--- src/rtl/mwk_pkg.sv ---
package mwk_pkg;
   localparam int SEL_W = 2;
   typedef enum logic [SEL_W-1:0] {
      SEL_ARM  = 2'd0,
      SEL_POL  = 2'd1,
      SEL_LAT  = 2'd2,
      SEL_CTRL = 2'd3
   } mwk_sel_e;
endpackage

--- src/rtl/mwk_sync.sv ---
module mwk_sync #(
   parameter int WIDTH  = 8,
   parameter int STAGES = 2
) (
   input  logic             clk,
   input  logic             rst_n,
   input  logic [WIDTH-1:0] d_i,
   output logic [WIDTH-1:0] q_o
);
   logic [WIDTH-1:0] chain [STAGES];

   for (genvar g = 0; g < STAGES; g++) begin : g_stage
      if (g == 0) begin : g_first
         always_ff @(posedge clk or negedge rst_n) begin
            if (!rst_n) chain[g] <= '0;
            else        chain[g] <= d_i;
         end
      end else begin : g_next
         always_ff @(posedge clk or negedge rst_n) begin
            if (!rst_n) chain[g] <= '0;
            else        chain[g] <= chain[g-1];
         end
      end
   end

   assign q_o = chain[STAGES-1];
endmodule

--- src/rtl/mwk_edge.sv ---
module mwk_edge #(
   parameter int WIDTH = 8
) (
   input  logic             clk,
   input  logic             rst_n,
   input  logic [WIDTH-1:0] lvl_i,
   input  logic [WIDTH-1:0] fall_i,
   output logic [WIDTH-1:0] evt_o
);
   logic [WIDTH-1:0] adj;
   logic [WIDTH-1:0] adj_q;

   // polarity folded into the level: a selected edge is always a 0->1 step
   assign adj = lvl_i ^ fall_i;

   always_ff @(posedge clk or negedge rst_n) begin
      if (!rst_n) adj_q <= '0;
      else        adj_q <= adj;
   end

   assign evt_o = adj & ~adj_q;

   // an event needs a change of level or of polarity since the last edge
   evt_cause_chk: assert property (@(posedge clk) disable iff (!rst_n)
      (evt_o != '0) |-> ((lvl_i != $past(lvl_i)) || (fall_i != $past(fall_i))));
endmodule

--- src/rtl/mwk_regs.sv ---
module mwk_regs
   import mwk_pkg::*;
#(
   parameter int WIDTH   = 8,
   parameter bit HAS_IRQ = 1'b1
) (
   input  logic             clk,
   input  logic             rst_n,
   input  logic             we_i,
   input  logic [SEL_W-1:0] wsel_i,
   input  logic [WIDTH-1:0] wdata_i,
   input  logic [SEL_W-1:0] rsel_i,
   input  logic [WIDTH-1:0] evt_i,
   output logic [WIDTH-1:0] arm_o,
   output logic [WIDTH-1:0] fall_o,
   output logic [WIDTH-1:0] lat_o,
   output logic             irq_en_o,
   output logic [WIDTH-1:0] rdata_o
);
   logic             wr_arm, wr_pol, wr_lat, wr_ctrl;
   logic [WIDTH-1:0] set_v;
   logic [WIDTH-1:0] lat_n;

   assign wr_arm  = we_i && (wsel_i == SEL_ARM);
   assign wr_pol  = we_i && (wsel_i == SEL_POL);
   assign wr_lat  = we_i && (wsel_i == SEL_LAT);
   assign wr_ctrl = we_i && (wsel_i == SEL_CTRL);

   assign set_v = evt_i & arm_o;
   assign lat_n = (wr_lat ? wdata_i : lat_o) | set_v;

   always_ff @(posedge clk or negedge rst_n) begin
      if (!rst_n) begin
         arm_o  <= '0;
         fall_o <= '0;
         lat_o  <= '0;
      end else begin
         if (wr_arm) arm_o  <= wdata_i;
         if (wr_pol) fall_o <= wdata_i;
         lat_o <= lat_n;
      end
   end

   if (HAS_IRQ) begin : g_ctrl
      logic ie_q;
      always_ff @(posedge clk or negedge rst_n) begin
         if (!rst_n)       ie_q <= 1'b0;
         else if (wr_ctrl) ie_q <= wdata_i[0];
      end
      assign irq_en_o = ie_q;
   end else begin : g_no_ctrl
      assign irq_en_o = 1'b0;
   end

   always_comb begin
      rdata_o = '0;
      unique case (rsel_i)
         SEL_ARM:  rdata_o = arm_o;
         SEL_POL:  rdata_o = fall_o;
         SEL_LAT:  rdata_o = lat_o;
         SEL_CTRL: rdata_o[0] = irq_en_o;
         default:  rdata_o = '0;
      endcase
   end

   // a disarmed line's bit only appears through a software write
   disarmed_set_chk: assert property (@(posedge clk) disable iff (!rst_n)
      ((lat_o & ~$past(lat_o) & ~$past(arm_o)) != '0) |-> $past(wr_lat));

   // a load takes the written value except where an armed event arrived
   lat_load_chk: assert property (@(posedge clk) disable iff (!rst_n)
      $past(wr_lat) |-> (((lat_o ^ $past(wdata_i)) & ~$past(evt_i & arm_o)) == '0));
endmodule

--- src/rtl/mwk_wakeup.sv ---
module mwk_wakeup
   import mwk_pkg::*;
#(
   parameter int NUM_LINES   = 8,
   parameter int SYNC_STAGES = 2,
   parameter bit HAS_IRQ     = 1'b1
) (
   input  logic                 clk,
   input  logic                 rst_n,
   input  logic [NUM_LINES-1:0] pin_i,
   input  logic                 reg_we,
   input  logic [1:0]           reg_wsel,
   input  logic [NUM_LINES-1:0] reg_wdata,
   input  logic [1:0]           reg_rsel,
   output logic [NUM_LINES-1:0] reg_rdata,
   output logic                 wake_o,
   output logic                 irq_o
);
   if (NUM_LINES < 1 || NUM_LINES > 32) begin : g_bad_lines
      $error("mwk_wakeup: NUM_LINES out of range");
   end
   if (SYNC_STAGES < 2) begin : g_bad_sync
      $error("mwk_wakeup: SYNC_STAGES must be at least 2");
   end

   logic [NUM_LINES-1:0] lvl_s;
   logic [NUM_LINES-1:0] evt;
   logic [NUM_LINES-1:0] arm, fall, lat;
   logic                 irq_en;

   mwk_sync #(.WIDTH(NUM_LINES), .STAGES(SYNC_STAGES)) u_sync (
      .clk(clk), .rst_n(rst_n), .d_i(pin_i), .q_o(lvl_s));

   mwk_edge #(.WIDTH(NUM_LINES)) u_edge (
      .clk(clk), .rst_n(rst_n), .lvl_i(lvl_s), .fall_i(fall), .evt_o(evt));

   mwk_regs #(.WIDTH(NUM_LINES), .HAS_IRQ(HAS_IRQ)) u_regs (
      .clk(clk), .rst_n(rst_n), .we_i(reg_we), .wsel_i(reg_wsel),
      .wdata_i(reg_wdata), .rsel_i(reg_rsel), .evt_i(evt),
      .arm_o(arm), .fall_o(fall), .lat_o(lat), .irq_en_o(irq_en),
      .rdata_o(reg_rdata));

   assign wake_o = |(arm & lat);

   if (HAS_IRQ) begin : g_irq
      assign irq_o = wake_o & irq_en;
   end else begin : g_no_irq
      assign irq_o = 1'b0;
   end

   // a new wake request follows an edge event or a register write
   wake_src_chk: assert property (@(posedge clk) disable iff (!rst_n)
      $rose(wake_o) |-> ($past(evt != '0) || $past(reg_we)));

   // the interrupt is never raised without a wake request
   irq_gate_chk: assert property (@(posedge clk) disable iff (!rst_n)
      $rose(irq_o) |-> (wake_o && ($past(wake_o) || $past(evt != '0) || $past(reg_we))));
endmodule

--- config.mk ---
export PLATFORM = sky130hd
export DESIGN_NAME = mwk_wakeup
export DESIGN_NICKNAME = d
export VERILOG_FILES = /design/src/rtl/mwk_pkg.sv /design/src/rtl/mwk_sync.sv /design/src/rtl/mwk_edge.sv /design/src/rtl/mwk_regs.sv /design/src/rtl/mwk_wakeup.sv
export SDC_FILE = /design/constraint.sdc
export NUM_CORES = 1
export LEC_CHECK = 0
export BUFFER_PORTS_ARGS = -buffer_cell sky130_fd_sc_hd__buf_2
export CELL_PAD_IN_SITES_DETAIL_PLACEMENT = 1
export CELL_PAD_IN_SITES_GLOBAL_PLACEMENT = 2
export CORE_ASPECT_RATIO = 0.6
export CORE_UTILIZATION = 37
export CTS_CLUSTER_SIZE = 20
export DETAILED_ROUTE_END_ITERATION = 16
export GPL_TIMING_DRIVEN = 1
export PLACE_DENSITY = 0.87
export SLEW_MARGIN = 0
export SYNTH_ARGS = -nofsm -noshare
export SYNTH_HDL_FRONTEND = slang
export SYNTH_SLANG_ARGS = --single-unit
export TNS_END_PERCENT = 5
--- constraint.sdc ---
create_clock -name clk -period 1.6 [get_ports clk]
set_input_delay 0.32 -clock clk [delete_from_list [all_inputs] [get_ports clk]]
set_output_delay 0.32 -clock clk [all_outputs]
set_load 0.01 [all_outputs]
Yosys cells after proc, flatten, opt, wreduce, memory -nomap -nowiden:

Cells that the tools add are included.

* word-level logic and storage cells: 30
* input port bits: 23
* output and inout bits: 10
* flip-flop bits (word level): 49

* reductions and logical operators: 7
* equality and inequality tests: 6
* bitwise gates (word level): 7
* multiplexer cells: 3

Operators by type and width (number)
* AND 8 bit: 3
* case mux 7 bit (3 select lines): 1
* equality test 2 bit, second input constant: 4
* two-way mux 8 bit: 1
* inverter 8 bit: 1
* OR 8 bit: 1
* OR reduction 8 bit: 1
* XOR 8 bit: 1
* equality test 2 x 1 -> 1 bit, second input constant: 2
* logical AND 1 bit: 4
* zero test 2 bit: 2
* case mux 1 bit (4 select lines): 1
* AND 1 bit: 1

Logic depth before layout (Yosys ltp):

Gate-level depths: netlist of the first run.

* depth in word-level cells: 4
* gate-level depth with buffers: 4

Cells and area by module:

From an unflattened synthesis of the first run, not the netlist that was laid out.

* cells, all modules: 145
* area, all modules: 2078.2 µm²

By module, submodules not included
* mwk_regs: area an instance 1201.2 µm², times used 1, cells each 90, sequential area each 625.6 µm²
* mwk_sync: area an instance 460.4 µm², times used 1, cells each 24, sequential area each 400.4 µm²
* mwk_edge: area an instance 340.3 µm², times used 1, cells each 24, sequential area each 200.2 µm²
* mwk_wakeup: area an instance 76.3 µm², times used 1, cells each 7, sequential area each 0.0 µm²

Worst setup path before layout of the first run:

No wires, ideal clock.

* path type: input to output
* start point: input port reg_rsel[0]
* end point: output port reg_rdata[0]
* path slack: 189 ps
* buffers on the path: 1
* required time: 1280 ps
* data arrival time: 1091 ps
* stages on the path: 2
* cell sequence: buf_2 > mux4_2

* cells in the longest elaborated chain, start to end: 2
* elaborated cells between the ends (all ways): 5
* classes of those cells: eq/ne: 3; mux: 1; reduce/logical: 1

RTL lines
* start: declaration: line mwk_wakeup.sv:14 `input logic [1:0] reg_rsel,`
* equality test 2 bit (tied with other cells): line mwk_regs.sv:57 `unique case (rsel_i)`
* case mux 1 bit (4 select lines) (*): line mwk_regs.sv:57
* end: declaration: line mwk_wakeup.sv:15 `output logic [NUM_LINES-1:0] reg_rdata,`

Every way passes the cells marked *; elsewhere a longest branch is shown, timed or not.

Worst setup path in the final report of the first run:

* start point: register u_regs.lat_o[6]
* end point: output port irq_o

* cells in the longest elaborated chain, start to end: 3

RTL lines
* start: declaration: line mwk_regs.sv:16 `output logic [WIDTH-1:0] lat_o,`
* start signal: assignment: line mwk_regs.sv:40 `lat_o <= lat_n;`
* AND 8 bit: line mwk_wakeup.sv:43 `assign wake_o = |(arm & lat);`
* OR reduction 8 bit: line mwk_wakeup.sv:43
* AND 1 bit: line mwk_wakeup.sv:46 `assign irq_o = wake_o & irq_en;`
* end: declaration: line mwk_wakeup.sv:17 `output logic irq_o`

No other way between the ends.

==> results of run 1 <==
## final cells by class
cell class,count,area share
Tap cell,63,0.0342
Clock buffer,8,0.0348
Inverter,8,0.0130
Sequential cell,49,0.532
Timing Repair Buffer,39,0.100
Multi-Input combinational cell,84,0.285
## registers in the layout, indices dropped and copies added (netlist names)
| name | flops |
|---|---|
| u_regs.arm_o | 8 |
| u_regs.lat_o | 8 |
| u_edge.adj_q | 8 |
| u_regs.irq_en_o | 1 |
| u_sync.q_o | 8 |
| u_regs.fall_o | 8 |
| u_sync.chain | 8 |
## worst max-delay path, delay by kind of cell (launching register included)
family / cells / cell delay (ns)
flops: 1 / 0.39
buf+inv: 1 / 0.16
compound gates: 3 / 0.59
## metrics by stage
step | std cells | hold WS, ns | setup slack (ns) | setup TNS [ns] | util
floorplan | 143 | 0.0244 | 0.189 | 0 | -
CTS | 251 | 0.00800 | -0.166 | -0.396 | 0.481
global route | 251 | 0.0115 | -0.247 | -0.587 | 0.482
finish | 251 | 0.00388 | -0.157 | -0.372 | 0.482
global placement | 240 | 0.320 | 0.0615 | 0 | 0.458
detailed placement | 240 | 0.327 | 0.0242 | 0 | 0.458
## layout by cell type (no fill, tap or decap)
cell and instances:
a221oi_2 1, nand3_1 3, clkbuf_1 3, inv_1 8, and3b_1 1, nand2_1 23
mux2i_1 7, a31oi_1 1, a22o_1 1, dfrtp_1 49, xor2_1 8, nand3b_2 1
buf_2 31, mux4_2 1, a22oi_1 2, mux2_2 17, nor3b_4 1, buf_12 1
clkbuf_8 5, o21ai_1 2, buf_6 1, nand3b_1 2, o21ai_0 5, nor2b_1 1
buf_4 6, a32oi_1 7
## timing repair
| action | in CTS | in global routing |
|---|---|---|
| endpoints found under the setup margin | 3 | 5 |
| pin swaps | 0 | 3 |
| gates resized for setup | 1 | 3 |
| buffers inserted | 3 | 0 |
## where the power goes
part | internal, mW | switching, mW | total [mW]
Sequential | 1.46 | 0.171 | 1.63
Combinational | 0.308 | 0.303 | 0.611
Clock | 0.311 | 0.379 | 0.690
## kinds of logic (layout without fill, tap and decap cells)
logic type	after synthesis	count (layout)
flip-flops	49	49
XOR/XNOR	8	8
buffers and inverters	10	55
multiplexers	25	25
AND/OR/NAND/NOR	32	32
AO/OA/AOI/OAI	19	19
## metal layers
| metal | GRT usage | wire length, µm |
|---|---|---|
| met1 | 0.239 | 2020 |
| met2 | 0.277 | 2020 |
| met3 | 0.0525 | 207 |
| met4 | 0.0628 | 54 |
| met5 | 0 | 0 |
## path summary, 6_finish.rpt
path,from,to,slack [ns],cells past startpoint
setup / recovery,u_regs.lat_o[6],irq_o,-0.16,4
min in group clk,pin_i[0],u_sync.chain[8],0.13,1
setup reg to reg,u_regs.fall_o[7],u_regs.lat_o[7],0.58,3
hold reg to reg,u_sync.chain[8],u_sync.q_o[0],0.35,0
max in group asynchronous,rst_n,u_regs.lat_o[5],1.37,2
hold / removal,rst_n,u_edge.adj_q[0],0.004,2
==> metrics.md, run 1 <==
| Metric | Value |
|---|---|
| Synth Area in Simple Gates | `0.0843` |
| Setup Skew | `about 0.0036 ns` |
| Crit path kind | `reg -> out` |
| Clock Sinks | `between 40 and 50` |
| Inserted Clock Buffers | `5` |
| CP Launch Type | `flip-flop` |
| Yosys top cell by area | `dfrtp_1` |
| CTS clk-pin slew, worst paths | `approximately 0.08 ns` |
| Asr flop ratio synth | `1.00` |
| DR WL/cell | `17.2 µm` |
| Failing checks | `setup timing` |
| Final #Nets | `between 200 and 250` |
| Synth top area cells | `dfrtp_1 (64%), mux2_2 (10%), nand2_1 (4.5%)` |
| Die X | `~95 µm` |
| Yosys top cell area share | `0.640` |
| Input/output buffers | `32` |
| Syn_area_per_cell | `13.4 µm²` |
| Fin area | `2300 µm²` |
| Max Root-Sink Buffers | `2` |
| Routed Antenna Nets | `0` |
| Max-cap violation count | `0` |
| Syn-to-layout area delta | `20.2%` |
| # fillers | `502` |
| Peak supply drop | `0.000574 V` |
| DR vias | `between 1,000 and 1,500` |
| Final hold violations | `0` |
| Slew @ Worst Pin | `roughly 0.44 ns` |
| First-pass GRT wire length | `~7100 µm` |
| Mux contribution to synthesized area | `0.148` |
| Drt pass-1 iters | `4` |
| Max Clk Rate | `0.569 GHz` |
| Worst-path maximum fanout | `2` |
| CTS tree | `done` |
| Initial core utilization | `0.401` |
| Tcrit/Tclk final | `1.10` |
| PnR worst setup slack | `-0.157 ns` |
| Top-count cell post-synth | `dfrtp_1` |
| Storage element area | `roughly 1200 µm²` |
| CTS hold repair buffers | `0` |
| Sequential share of the synthesized area | `0.640` |
| Via density per instance | `5.19` |
| #FFs+latches synth | `49` |
| Yosys synthesis warning count | `0` |
| Leak | `1.08 nW` |
| WP data arrival | `~1.4 ns` |
| Hpwl dp | `between 3000 and 4000 µm` |
| Slew margin rel. | `0.705` |
| Main flop type after synthesis | `dfrtp_1` |
| Most frequent cells after synthesis | `dfrtp_1 (49), nand2_1 (23), mux2_2 (17), inv_1 (8), xor2_1 (8)` |
| Post-synth EDFFs | `0` |
| Ant diodes | `0` |
| RSZ-0062 raised after global routing | `true` |
| Critical Path Max Stage Delay | `between 0.3 and 0.4 ns` |
| Die area | `5480 µm²` |
| GRT Total Usage | `0.178` |
| Placement Cell Area | `approximately 2200 µm²` |
| Initial antenna violation count | `0` |
| Latest clock arrival within the worst-skew pair | `~0.29 ns` |
| Slew Limit Fails | `0` |
| Gate Count Post-Synth | `143` |
| Total Wirelength | `4310 µm` |
| Multi-input gate area | `~660 µm²` |
| Crit-path slowest cell | `dfrtp_1` |
| Hold Crit Class | `in -> async` |
| Chip height | `57.7 µm` |
| CP endpoint kind | `output pin` |
| Post-Synth Adder-Cell Area | `0` |
| Required time of the critical path | `1.28 ns` |
| Global placement routability congestion | `~0.76` |
| Syn Std Cell Area | `around 1900 µm²` |
| Status | `finished with violations` |
| Core outline area | `4780 µm²` |
| Synth unique cells | `21` |
| Gr ovfl total | `0` |
| Compound-Gate Fraction of Synth Area | `0.0705` |
| Layout cells sized above 1 | `0.346` |
| Post-synth net total | `166` |
| Worst-path cell chain | `a22o_1 > a221oi_2 > a31oi_1 > buf_2` |
| Root Buffer | `clkbuf_8` |
| H-tree levels | `2` |
| Num ports | `33` |
| Xor/xnor cell area share of the yosys netlist | `0.0366` |
| Minimum clock period | `1.76 ns` |
| Final setup viols | `3` |
| Total power | `approximately 2.9 mW` |
| Row count | `19` |
| Largest net degree at the start of global routing | `50` |
| Drc violations | `0` |
| Power Density | `1270 nW/µm²` |
| Vias in the first global route | `between 1,000 and 1,500` |
| Main combinational cell family by area after synthesis | `multiplexers` |
| Number of DRC markers in iteration 0 | `76` |
No activity file was read; power rests on OpenSTA's default activity.
==> inputs of run 2 (changes only) <==
CORE_ASPECT_RATIO = not set   (was 0.6)
==> metrics.md, run 2 (same netlist as run 1, synthesis figures left out) <==
| Metric | Value |
|---|---|
| GRT Total Usage | `0.193` |
| RSZ-0062 raised after global routing | `true` |
| Max Clk Rate | `roughly 0.55 GHz` |
| Status | `finished with violations` |
| Ant diodes | `0` |
| Largest net degree at the start of global routing | `50` |
| Chip height | `between 70 and 80 µm` |
| Slew Limit Fails | `0` |
| Die X | `~74 µm` |
| CP Launch Type | `flip-flop` |
| Required time of the critical path | `about 1.3 ns` |
| Row count | `25` |
| Slew @ Worst Pin | `0.454 ns` |
| Num ports | `33` |
| Slew margin rel. | `0.696` |
| First-pass GRT wire length | `around 7400 µm` |
| CP endpoint kind | `output pin` |
| Max-cap violation count | `0` |
| Power Density | `roughly 1300 nW/µm²` |
| R2R setup slack | `between 0.5 and 0.6 ns` |
| Final #Nets | `around 210` |
| Core outline area | `4850 µm²` |
| Crit-path slowest cell | `dfrtp_1` |
| Die area | `5470 µm²` |
| Input/output buffers | `32` |
| Inserted Clock Buffers | `5` |
| Total power | `2.96 mW` |
| Number of DRC markers in iteration 0 | `52` |
| Vias in the first global route | `1,495` |
| Initial core utilization | `0.395` |
| Peak supply drop | `0.000624 V` |
| Crit path kind | `reg -> out` |
| Tcrit/Tclk final | `1.14` |
| Drt pass-1 iters | `4` |
| Final setup TNS | `-0.485 ns` |
| Gr ovfl total | `0` |
| Routed Antenna Nets | `0` |
| Global placement routability congestion | `just under 0.8` |
| Hold worst-path end | `u_sync.chain[14]` |
| CTS tree | `done` |
| Root Buffer | `clkbuf_8` |
| R2R Path End | `u_regs.lat_o[3]` |
| Worst-path cell chain | `a22o_1 > a221oi_2 > buf_4 > a31oi_1 > buf_2` |
| Hold path cells | `1` |
| Commonest non-fill, non-tap cell in the layout | `dfrtp_1` |
| Commonest cells after routing, fill and taps aside | `dfrtp_1 (49), buf_2 (31), nand2_1 (23)` |
| Worst-path maximum fanout | `2` |
| Failing checks | `setup timing` |
| H-tree levels | `2` |
| Hpwl dp | `3060 µm` |
| Via density per instance | `4.97` |
| Drc violations | `0` |
| WP data arrival | `roughly 1.5 ns` |
| Hold Crit Class | `in -> reg` |
| CTS clk-pin slew, worst paths | `0.09 ns` |
| Final hold violations | `0` |
| Final setup viols | `3` |
| Layout cells sized above 1 | `0.372` |
| Max Root-Sink Buffers | `2` |
| DR WL/cell | `~17 µm` |
| PnR worst setup slack | `-0.228 ns` |
| Critical Path Max Stage Delay | `0.38 ns` |
| Setup Skew | `0.00267 ns` |
| Latest clock arrival within the worst-skew pair | `around 0.3 ns` |
| Minimum clock period | `approximately 1.8 ns` |
| Worst r2r src | `u_regs.fall_o[3]` |
| Worst hold path startpoint | `pin_i[6]` |
| Syn-to-layout area delta | `22.3%` |
| Initial antenna violation count | `0` |
| Clock Sinks | `49` |
| Total Wirelength | `~4400 µm` |
| Leak | `1.10 nW` |
| FF-to-FF path depth | `3` |
| DR vias | `around 1,300` |
run 2: cell count changes in the layout (fill, tap and decap cells not counted), sizes merged:
cell / before / now
buf: 39 / 41
dlygate4sd3: 0 / 1
clkinv: 0 / 2
clkbuf: 8 / 5
clkinvlp: 0 / 1
run 2: cell type report:
cell class | count | area [µm²]
Inverter | 8 | 30.0
Fill cell | 516 | 2500
Multi-Input combinational cell | 84 | 661
Tap cell | 67 | 83.8
Clock buffer | 5 | 68.8
Timing Repair Buffer | 42 | 256
Clock inverter | 3 | 17.5
Sequential cell | 49 | 1230
run 2: worst max-delay path: cells and delay by family, from the launching register on:
| kind | cells | cell delay, ns |
|---|---|---|
| buffers and inverters | 2 | 0.32 |
| DFF | 1 | 0.38 |
| AOI/OAI and AO/OA | 3 | 0.51 |
run 2: repair_timing:
action	in CTS	in global routing
setup buffers	1	0
hold endpoints to repair	38	0
endpoints found under the setup margin	3	6
cloned	0	0
hold buffers	1	0
gates resized for setup	1	5
run 2: worst max-delay path by stage:
stage	from	endpoint	cells past startpoint
after floorplan	reg_rsel[0]	reg_rdata[0]	2
after global placement	u_regs.arm_o[6]	irq_o	5
after detailed placement	u_regs.lat_o[6]	irq_o	5
after CTS	u_regs.arm_o[6]	irq_o	5
after global routing	u_regs.arm_o[6]	irq_o	5
final	u_regs.arm_o[6]	irq_o	5
run 2: power breakdown:
group / switching, mW / internal, mW / total (mW)
clock: 0.407 / 0.302 / 0.708
sequential: 0.167 / 1.46 / 1.62
combinational: 0.304 / 0.326 / 0.630
total: 0.878 / 2.09 / 2.96
run 2: per-layer routing:
metal | GRT usage | wire length, µm | vias up
li1 | - | - | 587
met1 | 0.218 | 1790 | 668
met2 | 0.342 | 2380 | 23
met3 | 0.0515 | 131 | 5
met4 | 0.0833 | 72 | 0
met5 | 0 | 0 | -
run 2: stage by stage:
step | worst slack (ns) | util | hold WS, ns | instance area (µm²) | cells
after floorplan | 0.189 | - | 0.0244 | 1920 | 143
after global placement | 0.0221 | 0.459 | 0.319 | 2220 | 248
after detailed placement | -0.0181 | 0.459 | 0.328 | 2220 | 248
after CTS | -0.251 | 0.481 | 0.104 | 2330 | 258
after global routing | -0.304 | 0.483 | 0.0930 | 2340 | 258
final | -0.228 | 0.483 | 0.114 | 2340 | 258
